<file path="src/rtl/frx_pkg.sv">
package frx_pkg;
  localparam int CFG_W    = 32;
  localparam int FRAC_W   = 6;
  localparam int INT_W    = 16;
  localparam int PER_W    = INT_W + FRAC_W;
  localparam int LEN_W    = 5;
  localparam int DATA_W   = 1 << LEN_W;
  localparam int MODE_W   = 6;
  // field positions that the decoder relies on
  localparam int WHOLE_LO = CFG_W - INT_W;
  localparam int FIX_HI   = CFG_W - MODE_W - 1;
  localparam int FIX_LO   = FIX_HI - INT_W + 1;
  localparam int MIN_PER  = 2 << FRAC_W;

  typedef struct packed {
    logic [PER_W-1:0] period;
    logic [LEN_W-1:0] last_idx;
  } frx_cfg_t;

  typedef enum logic [2:0] {
    S_IDLE,
    S_START,
    S_DATA,
    S_STOP,
    S_BREAK
  } frx_state_t;
endpackage

</file>
<file path="src/rtl/frx_sync.sv">
module frx_sync #(
  parameter int STAGES = 2
) (
  input  logic clk,
  input  logic rst,
  input  logic din,
  output logic dout
);
  logic [STAGES-1:0] pipe;

  always_ff @(posedge clk) begin
    if (rst) pipe <= '1;
    else     pipe <= {pipe[STAGES-2:0], din};
  end

  assign dout = pipe[STAGES-1];
endmodule

</file>
<file path="src/rtl/frx_cfg_decode.sv">
module frx_cfg_decode
  import frx_pkg::*;
(
  input  logic [CFG_W-1:0] cfg_word,
  output frx_cfg_t         dec
);
  logic fix_mode;
  logic cfg_unused_bits;

  assign cfg_unused_bits = ^cfg_word[FIX_LO-1:LEN_W];

  always_comb begin
    fix_mode = (cfg_word[CFG_W-1:CFG_W-MODE_W] == '0);
    if (fix_mode) begin
      dec.period = PER_W'(cfg_word[FIX_HI:FIX_LO]);
      // keep very short fractional periods workable
      if (dec.period < PER_W'(MIN_PER)) dec.period = PER_W'(MIN_PER);
    end else begin
      dec.period = {cfg_word[CFG_W-1:WHOLE_LO], {FRAC_W{1'b0}}};
    end
    dec.last_idx = cfg_word[LEN_W-1:0];
  end
endmodule

</file>
<file path="src/rtl/frx_bit_timer.sv">
module frx_bit_timer
  import frx_pkg::*;
(
  input  logic             clk,
  input  logic             rst,
  input  logic             launch,
  input  logic             halt,
  input  logic [PER_W-1:0] period,
  output logic             tick
);
  localparam int CNT_W = PER_W + 1 - FRAC_W;

  logic [CNT_W-1:0]  cnt;
  logic [CNT_W-1:0]  span_int;
  logic [FRAC_W-1:0] ph;
  logic [PER_W:0]    span;
  logic              run;

  assign tick = run && (cnt == '0);

  // next interval in fixed point: half period on launch, else period plus carried fraction
  always_comb begin
    if (launch) span = {1'b0, period} >> 1;
    else        span = {1'b0, period} + (PER_W+1)'(ph);
    span_int = span[PER_W:FRAC_W];
    if (span_int == '0) span_int = CNT_W'(1);
  end

  always_ff @(posedge clk) begin
    if (rst) begin
      run <= 1'b0;
      cnt <= '0;
      ph  <= '0;
    end else if (halt) begin
      run <= 1'b0;
    end else if (launch) begin
      run <= 1'b1;
      cnt <= span_int - 1'b1;
      ph  <= span[FRAC_W-1:0];
    end else if (tick) begin
      cnt <= span_int - 1'b1;
      ph  <= span[FRAC_W-1:0];
    end else if (run) begin
      cnt <= cnt - 1'b1;
    end
  end

  // between sample points the interval counts down one clock at a time
  p_count_down_r4: assert property (@(posedge clk) disable iff (rst)
    (run && !tick && !launch && !halt) |=> (cnt == $past(cnt) - 1'b1));
endmodule

</file>
<file path="src/rtl/frac_uart_rx.sv">
module frac_uart_rx
  import frx_pkg::*;
#(
  parameter int          SYNC_STAGES = 2,
  parameter logic [31:0] RESET_CFG   = 32'h208D_0007
) (
  input  logic        clk,
  input  logic        rst,
  input  logic        rx_in,
  input  logic [31:0] cfg_word,
  input  logic        cfg_load,
  output logic [31:0] rx_data,
  output logic        rx_valid,
  output logic        rx_ferr
);
  logic             rx_s;
  logic [CFG_W-1:0] cfg_pend;
  frx_cfg_t         dec_pend;
  frx_cfg_t         act;
  frx_state_t       state;
  logic [DATA_W-1:0] shreg;
  logic [LEN_W-1:0] bit_idx;
  logic             tick;
  logic             launch;
  logic             halt;
  logic [PER_W-1:0] period_sel;

  frx_sync #(.STAGES(SYNC_STAGES)) u_sync (
    .clk (clk),
    .rst (rst),
    .din (rx_in),
    .dout(rx_s)
  );

  frx_cfg_decode u_dec (
    .cfg_word(cfg_pend),
    .dec     (dec_pend)
  );

  assign launch     = (state == S_IDLE) && !rx_s;
  assign halt       = tick && (((state == S_START) && rx_s) || (state == S_STOP));
  assign period_sel = (state == S_IDLE) ? dec_pend.period : act.period;

  frx_bit_timer u_timer (
    .clk   (clk),
    .rst   (rst),
    .launch(launch),
    .halt  (halt),
    .period(period_sel),
    .tick  (tick)
  );

  // setup word staging: captured any time, adopted at a start bit
  always_ff @(posedge clk) begin
    if (rst)           cfg_pend <= RESET_CFG;
    else if (cfg_load) cfg_pend <= cfg_word;
  end

  always_ff @(posedge clk) begin
    if (rst) begin
      state    <= S_IDLE;
      act      <= '0;
      shreg    <= '0;
      bit_idx  <= '0;
      rx_data  <= '0;
      rx_valid <= 1'b0;
      rx_ferr  <= 1'b0;
    end else begin
      rx_valid <= 1'b0;
      unique case (state)
        S_IDLE: begin
          if (!rx_s) begin
            state   <= S_START;
            act     <= dec_pend;
            shreg   <= '0;
            bit_idx <= '0;
          end
        end
        S_START: begin
          if (tick) state <= rx_s ? S_IDLE : S_DATA;
        end
        S_DATA: begin
          if (tick) begin
            shreg[bit_idx] <= rx_s;
            if (bit_idx == act.last_idx) state <= S_STOP;
            else                         bit_idx <= bit_idx + 1'b1;
          end
        end
        S_STOP: begin
          if (tick) begin
            rx_data  <= shreg;
            rx_valid <= 1'b1;
            rx_ferr  <= !rx_s;
            state    <= rx_s ? S_IDLE : S_BREAK;
          end
        end
        S_BREAK: begin
          if (rx_s) state <= S_IDLE;
        end
        default: state <= S_IDLE;
      endcase
    end
  end

  // a completed word raises valid for one cycle only
  p_valid_pulse_r8: assert property (@(posedge clk) disable iff (rst)
    rx_valid |=> !rx_valid);

  // results do not move between completions
  p_data_hold_r8: assert property (@(posedge clk) disable iff (rst)
    !rx_valid |-> ($stable(rx_data) && $stable(rx_ferr)));

  // the error flag only changes alongside a completion
  p_ferr_with_valid_r7: assert property (@(posedge clk) disable iff (rst)
    $rose(rx_ferr) |-> rx_valid);

  // a held-low line after an error keeps the receiver waiting
  p_break_wait_r7: assert property (@(posedge clk) disable iff (rst)
    ((state == S_BREAK) && !rx_s) |=> (state == S_BREAK));

  // bits above the word length are zero
  p_upper_zero_r6: assert property (@(posedge clk) disable iff (rst)
    rx_valid |-> ((rx_data >> act.last_idx) <= 32'd1));

  // the adopted setup stays fixed for the whole word
  p_cfg_hold_r9: assert property (@(posedge clk) disable iff (rst)
    ((state != S_IDLE) && ($past(state) != S_IDLE)) |-> $stable(act));
endmodule

</file>
<file path="config.mk">
export PLATFORM = sky130hd
export DESIGN_NAME = frac_uart_rx
export DESIGN_NICKNAME = d
export VERILOG_FILES = /design/src/rtl/frx_pkg.sv /design/src/rtl/frx_sync.sv /design/src/rtl/frx_cfg_decode.sv /design/src/rtl/frx_bit_timer.sv /design/src/rtl/frac_uart_rx.sv
export SDC_FILE = /design/constraint.sdc
export NUM_CORES = 1
export LEC_CHECK = 0
export CAP_MARGIN = 10
export CORE_MARGIN = 2
export CORE_UTILIZATION = 40
export CTS_BUF_LIST = sky130_fd_sc_hd__clkbuf_8
export DETAILED_ROUTE_END_ITERATION = 10
export PLACE_DENSITY = 0.57
export RECOVER_POWER = 100
export SYNTH_ARGS = -nofsm -noshare
export SYNTH_HDL_FRONTEND = slang
export SYNTH_HIERARCHICAL = 1
export SYNTH_SLANG_ARGS = --single-unit
export TNS_END_PERCENT = 5
</file>
<file path="constraint.sdc">
create_clock -name clk -period 11.85 [get_ports clk]
set_input_delay 2.37 -clock clk [delete_from_list [all_inputs] [get_ports clk]]
set_output_delay 2.37 -clock clk [all_outputs]
set_load 0.05 [all_outputs]
</file>
Word-level counts from Yosys, hierarchy flattened
Cells that the tools add are included.
- register bits after elaboration: 159
- bits of input ports: 36
- output and inout bits: 34
- word-level logic and storage cells: 88
- bitwise logic cells: 3
- equality and inequality tests: 12
- add/sub/neg operators: 4
- $lt $le $gt $ge: 3
- muxes and demuxes: 30
- reduce and logical (&&, ||, !) cells: 23
- operators by type and width (cell ; count):
    $mux W17 ; 4
    $mux W32 ; 2
    $pmux W32 S2 ; 1
    $mux W22 ; 2
    $logic_not A17 Y1 ; 2
    $sub A17 B1 Y17 const B ; 2
    $bwmux W32 ; 1
    $add A22 B6 Y23 ; 1
    $mux W23 ; 1
    $mux W3 ; 7
    $lt A16 B8 Y1 const B ; 1
    $mux W16 ; 1
    $mux W5 ; 3
    $pmux W3 S5 ; 1
    $mux W6 ; 2
    $ne A2 B2 Y1 const B ; 6
    $pmux W5 S2 ; 1
    $reduce_and A2 Y1 ; 4
    $eq A3 B2 Y1 const B ; 2
    $logic_not A6 Y1 ; 1
    $lt A5 B6 Y1 const B ; 1
    $reduce_and A6 Y1 ; 1
    $add A5 B1 Y5 const B ; 1
    $demux W1 S5 ; 1
    17 further kinds ; 26

Depth between registers and ports, before layout
- depth after elaboration: 11
- depth in mapped cells: 22

Hierarchy
Netlist, hierarchy kept.
- by module, submodules not included (module ; sequential area each (µm²) ; area each (µm²) ; cells each ; instances):
    frac_uart_rx ; 2662.6 ; 5601.6 ; 659 ; 1
    frx_bit_timer ; 480.5 ; 2930.3 ; 402 ; 1
    frx_cfg_decode ; 0.0 ; 203.9 ; 34 ; 1
    frx_sync ; 40.0 ; 52.6 ; 4 ; 1

Worst setup path after synthesis
OpenSTA, ideal clock, no wires.
- path type: register -> register
- from: register cfg_pend[20]
- to: register u_timer.cnt[14]
- period minus slack after synthesis: 5.030 ns
- data arrival time: 4.903 ns
- library setup time: 0.127 ns
- cell stages (with the launch flop): 23
- slack: 6.820 ns
- required time: 11.723 ns
- cell sequence: dfxtp_1 -> nor4_1 -> nand3_1 -> and3_1 -> mux2_2 -> ha_1 -> fa_1 -> a21oi_2 -> o221a_1 -> buf_2 -> o311ai_0 -> o311ai_1 -> nor3_2 -> and2_1 -> a31oi_1 -> ha_1 -> o21ai_0 -> or4_1 -> o32ai_1 -> a31oi_1 -> nor4b_1 -> mux2i_1 -> o21ai_1
- RTL lines (item ; RTL line ; text):
    start: declaration ; frac_uart_rx.sv:17 ; logic [CFG_W-1:0] cfg_pend;
    start signal: assignment ; frac_uart_rx.sv:56 ; else if (cfg_load) cfg_pend <= cfg_word;
    end signal: assignment ; frx_bit_timer.sv:38 ; cnt <= span_int - 1'b1;
    end signal: assignment ; frx_bit_timer.sv:41 ; cnt <= span_int - 1'b1;
    end signal: assignment ; frx_bit_timer.sv:44 ; cnt <= cnt - 1'b1;
    end: declaration ; frx_bit_timer.sv:13 ; logic [CNT_W-1:0] cnt;

Final worst setup path
- from: register state[2]
- to: register u_timer.cnt[10]
- longest elaborated chain between the ends: 9
- elaborated cells on any way between the ends: 18
- RTL lines (item ; RTL line ; text):
    start: declaration ; frac_uart_rx.sv:20 ; frx_state_t state;
    start signal: assignment ; frac_uart_rx.sv:80 ; if (tick) state <= rx_s ? S_IDLE : S_DATA;
    start signal: assignment ; frac_uart_rx.sv:94 ; state <= rx_s ? S_IDLE : S_BREAK;
    $logic_not A3 Y1 ; frac_uart_rx.sv:40, frac_uart_rx.sv:42 ;
    $mux W22 ; frac_uart_rx.sv:42 ; assign period_sel = (state == S_IDLE) ? dec_pend.period : act.period;
    $add A22 B6 Y23 ; frx_bit_timer.sv:24 ; else span = {1'b0, period} + (PER_W+1)'(ph);
    $mux W23 ; frx_bit_timer.sv:23 ; if (launch) span = {1'b0, period} >> 1;
    $logic_not A17 Y1 ; frx_bit_timer.sv:26 ; if (span_int == '0) span_int = CNT_W'(1);
    $mux W17 ; frx_bit_timer.sv:26 ;
    $sub A17 B1 Y17 ; frx_bit_timer.sv:38, frx_bit_timer.sv:41 ;
    $mux W17 ; frx_bit_timer.sv:40 ; end else if (tick) begin
    $mux W17 ; frx_bit_timer.sv:36 ; end else if (launch) begin
Parallel ways exist; a longest one is shown, timed or not.
A chain may end at the register's enable or synchronous reset.

==> impl_metrics.yaml <==
status:
  status: "complete, but fails checks"
  violations: "max-capacitance violations, max-slew violations"
synthesis:
  netlist_area_um2: 8620
  ys_warn_count: 6
  avgSynthCellArea_um2: 7.952
  synthCells: 1084
  synth_nets: 1133
clock_network:
  cts_made_buffers: 17
  clk_path_buf_depth: 2
  clock_tree.root_cell: "clkbuf_8"
  cts_resized: 0
  cts.hold.buffers_added: 0
  path_clk_slew_ps: 90
  htreeDepth: 4
  clk_latency_ps: 460
  clock-sinks: 154
  cts_tree: "built"
  post_cts_buffers: 0
sta:
  finalCritPeriodShare_pct: 70.19
  final_hold_viol_count: 0
  worst_slew_pin_slew_ps: 3189
  setup_viol: 0
  drv_slew: 276
  tns_ps: 0
  fmax_mhz: 120.2
  slew_headroom_pct: -112.6
  rsz0062_at_grt: "no"
  fin_skew_ps: 19.49
  fin_crit_ps: 8318
route:
  via_count: 7558
  vias_per_cell: 5.485
  final_antenna_net_count: 0
  dr.pass1.iters: 7
  drtIter0Drc: 402
  routedWlPerCell_um: 15.60
  drc: 0
  drt-total-wl_um: 21500
worst_setup_path:
  cp.required_ps: 12130
  cp-start-kind: "register"
  cp.arrival_ps: 8600
  worstPathMaxFanout: 71
  end_kind: "register"
  worstSetupPathType: "register to register"
cells_and_area:
  area_growth_pct: 11.80
  antennaDiodeCount: 0
  stdcell_area_um2: 9637
  instances_no_fill: 1378
  fin_nets: 1139
  drive_gt1_share_pct: 8.794
global_routing:
  gr-total-overflow: 0
  grt_pass1_vias: 7080
  grt_pass1_wl_um: 35500
  grt_use_total_pct: 19.38
  grt_max_degree: 72
  antenna_found_initial: 0
placement:
  dp_hpwl_um: 14190
  placed_cell_area_um2: 9259
  port_buffers: 64
  placed_cells: 1346
  gp_congestion: 0.8395
die:
  io_pins: 70
  die_y_um: 150.8
  start_util_pct: 40.87
  fp.coreArea_um2: 21090
  dieArea_um2: 22740
  fp.dieW_um: 150.8
  rows: 53
pwr:
  ir_drop_mv: 0.06661
  leakagePower_nw: 3.413
  powerDensity_nw_per_um2: 119.3
hold_path:
  hold_class: "register to register"
run:
  drv_cap: 5
report_power, final:
part	total [W]	switching [W]	internal, W
Combinational	0.000182	0.000109	0.0000730
Clock	0.000419	0.000221	0.000198
Sequential	0.000549	0.0000153	0.000534
final cells by class:
type,count,area [um^2]
sequential,154,3083
multi-input combinational,825,5047
tap,275,344.1
clock inverter,14,158.9
clock buffer,18,247.7
inverter,18,67.56
fill,2170,11450
timing repair buffer,74,688.2
path summary, 6_finish.rpt:
path | from | endpoint | slack, ps | cells past startpoint
setup / recovery | state[2] | u_timer/cnt[10] | 3530 | 20
hold / removal | u_sync/pipe[0] | u_sync/pipe[1] | 420 | 1
setup reg to reg | state[2] | u_timer/cnt[10] | 3530 | 20
hold reg to reg | u_sync/pipe[0] | u_sync/pipe[1] | 420 | 1
state kept, by name, indices dropped and copies added, names as in the netlist:
name and flops:
act 27, rx_ferr 1, u_sync/pipe 2, rx_valid 1, cfg_pend 27, u_timer/run 1
u_timer/ph 6, shreg 32, rx_data 32, state 3, u_timer/cnt 17, bit_idx 5
worst max-delay path, cell delays in order, from the launching register on:
cell      delay (ps)
dfxtp_1          410
nor3_1           220
clkbuf_1         990
nand2b_1         930
clkinv_1         150
clkbuf_1        2270
inv_1            100
buf_4            340
o311ai_0         120
o311ai_1         260
nor3_2           260
and2_1           290
a31oi_1          120
ha_1             230
o21ai_0           80
or4_1            120
o32ai_1           90
a31oi_1          530
and4b_2          310
xor2_1           210
o22ai_1          110
cell usage in the layout, fill, tap and decap left out, types with 6 or more instances in the layout:
cell type and count:
clkdlybuf4s50_1 28, inv_1 18, nand2_1 185, o21ai_0 63, nor2b_1 10, nor3_1 26, a211o_1 11, o31a_1 6
o211ai_1 7, buf_4 6, a21oi_1 122, nor2_1 73, clkbuf_1 6, a31oi_1 7, dfxtp_1 154, nand4_1 6
mux2_2 24, nand3_1 23, xnor2_1 15, nor3b_1 8, a21boi_0 28, dlygate4sd3_1 34, and3_1 11, o21a_1 6
mux2i_1 26, nand2b_1 18, a211oi_1 7, inv_6 6, ha_1 12, clkbuf_8 18, nor4_1 11
routing by layer:
metal / routed length, um / up-vias / global-route usage (%)
li1: - / 3849 / -
met1: 9946 / 3548 / 24.85
met2: 10390 / 132 / 33.11
met3: 792 / 29 / 3.223
met4: 368 / 0 / 6.542
met5: 0 / - / 0
per-stage QoR:
step                util [%]  total power, W  worst slack (ps)  hold WS, ps
global placement       43.91       0.0007408              5820        408.6
floorplan                  -       0.0006992              6820        383.2
detailed placement     43.91       0.0007419              5778        397.0
global route           45.70        0.001209              2674        458.3
CTS                    45.83        0.001164              5701        424.7
finish                 45.70        0.001150              3532        418.8
Note: power is estimated with default switching activity, not from simulation.
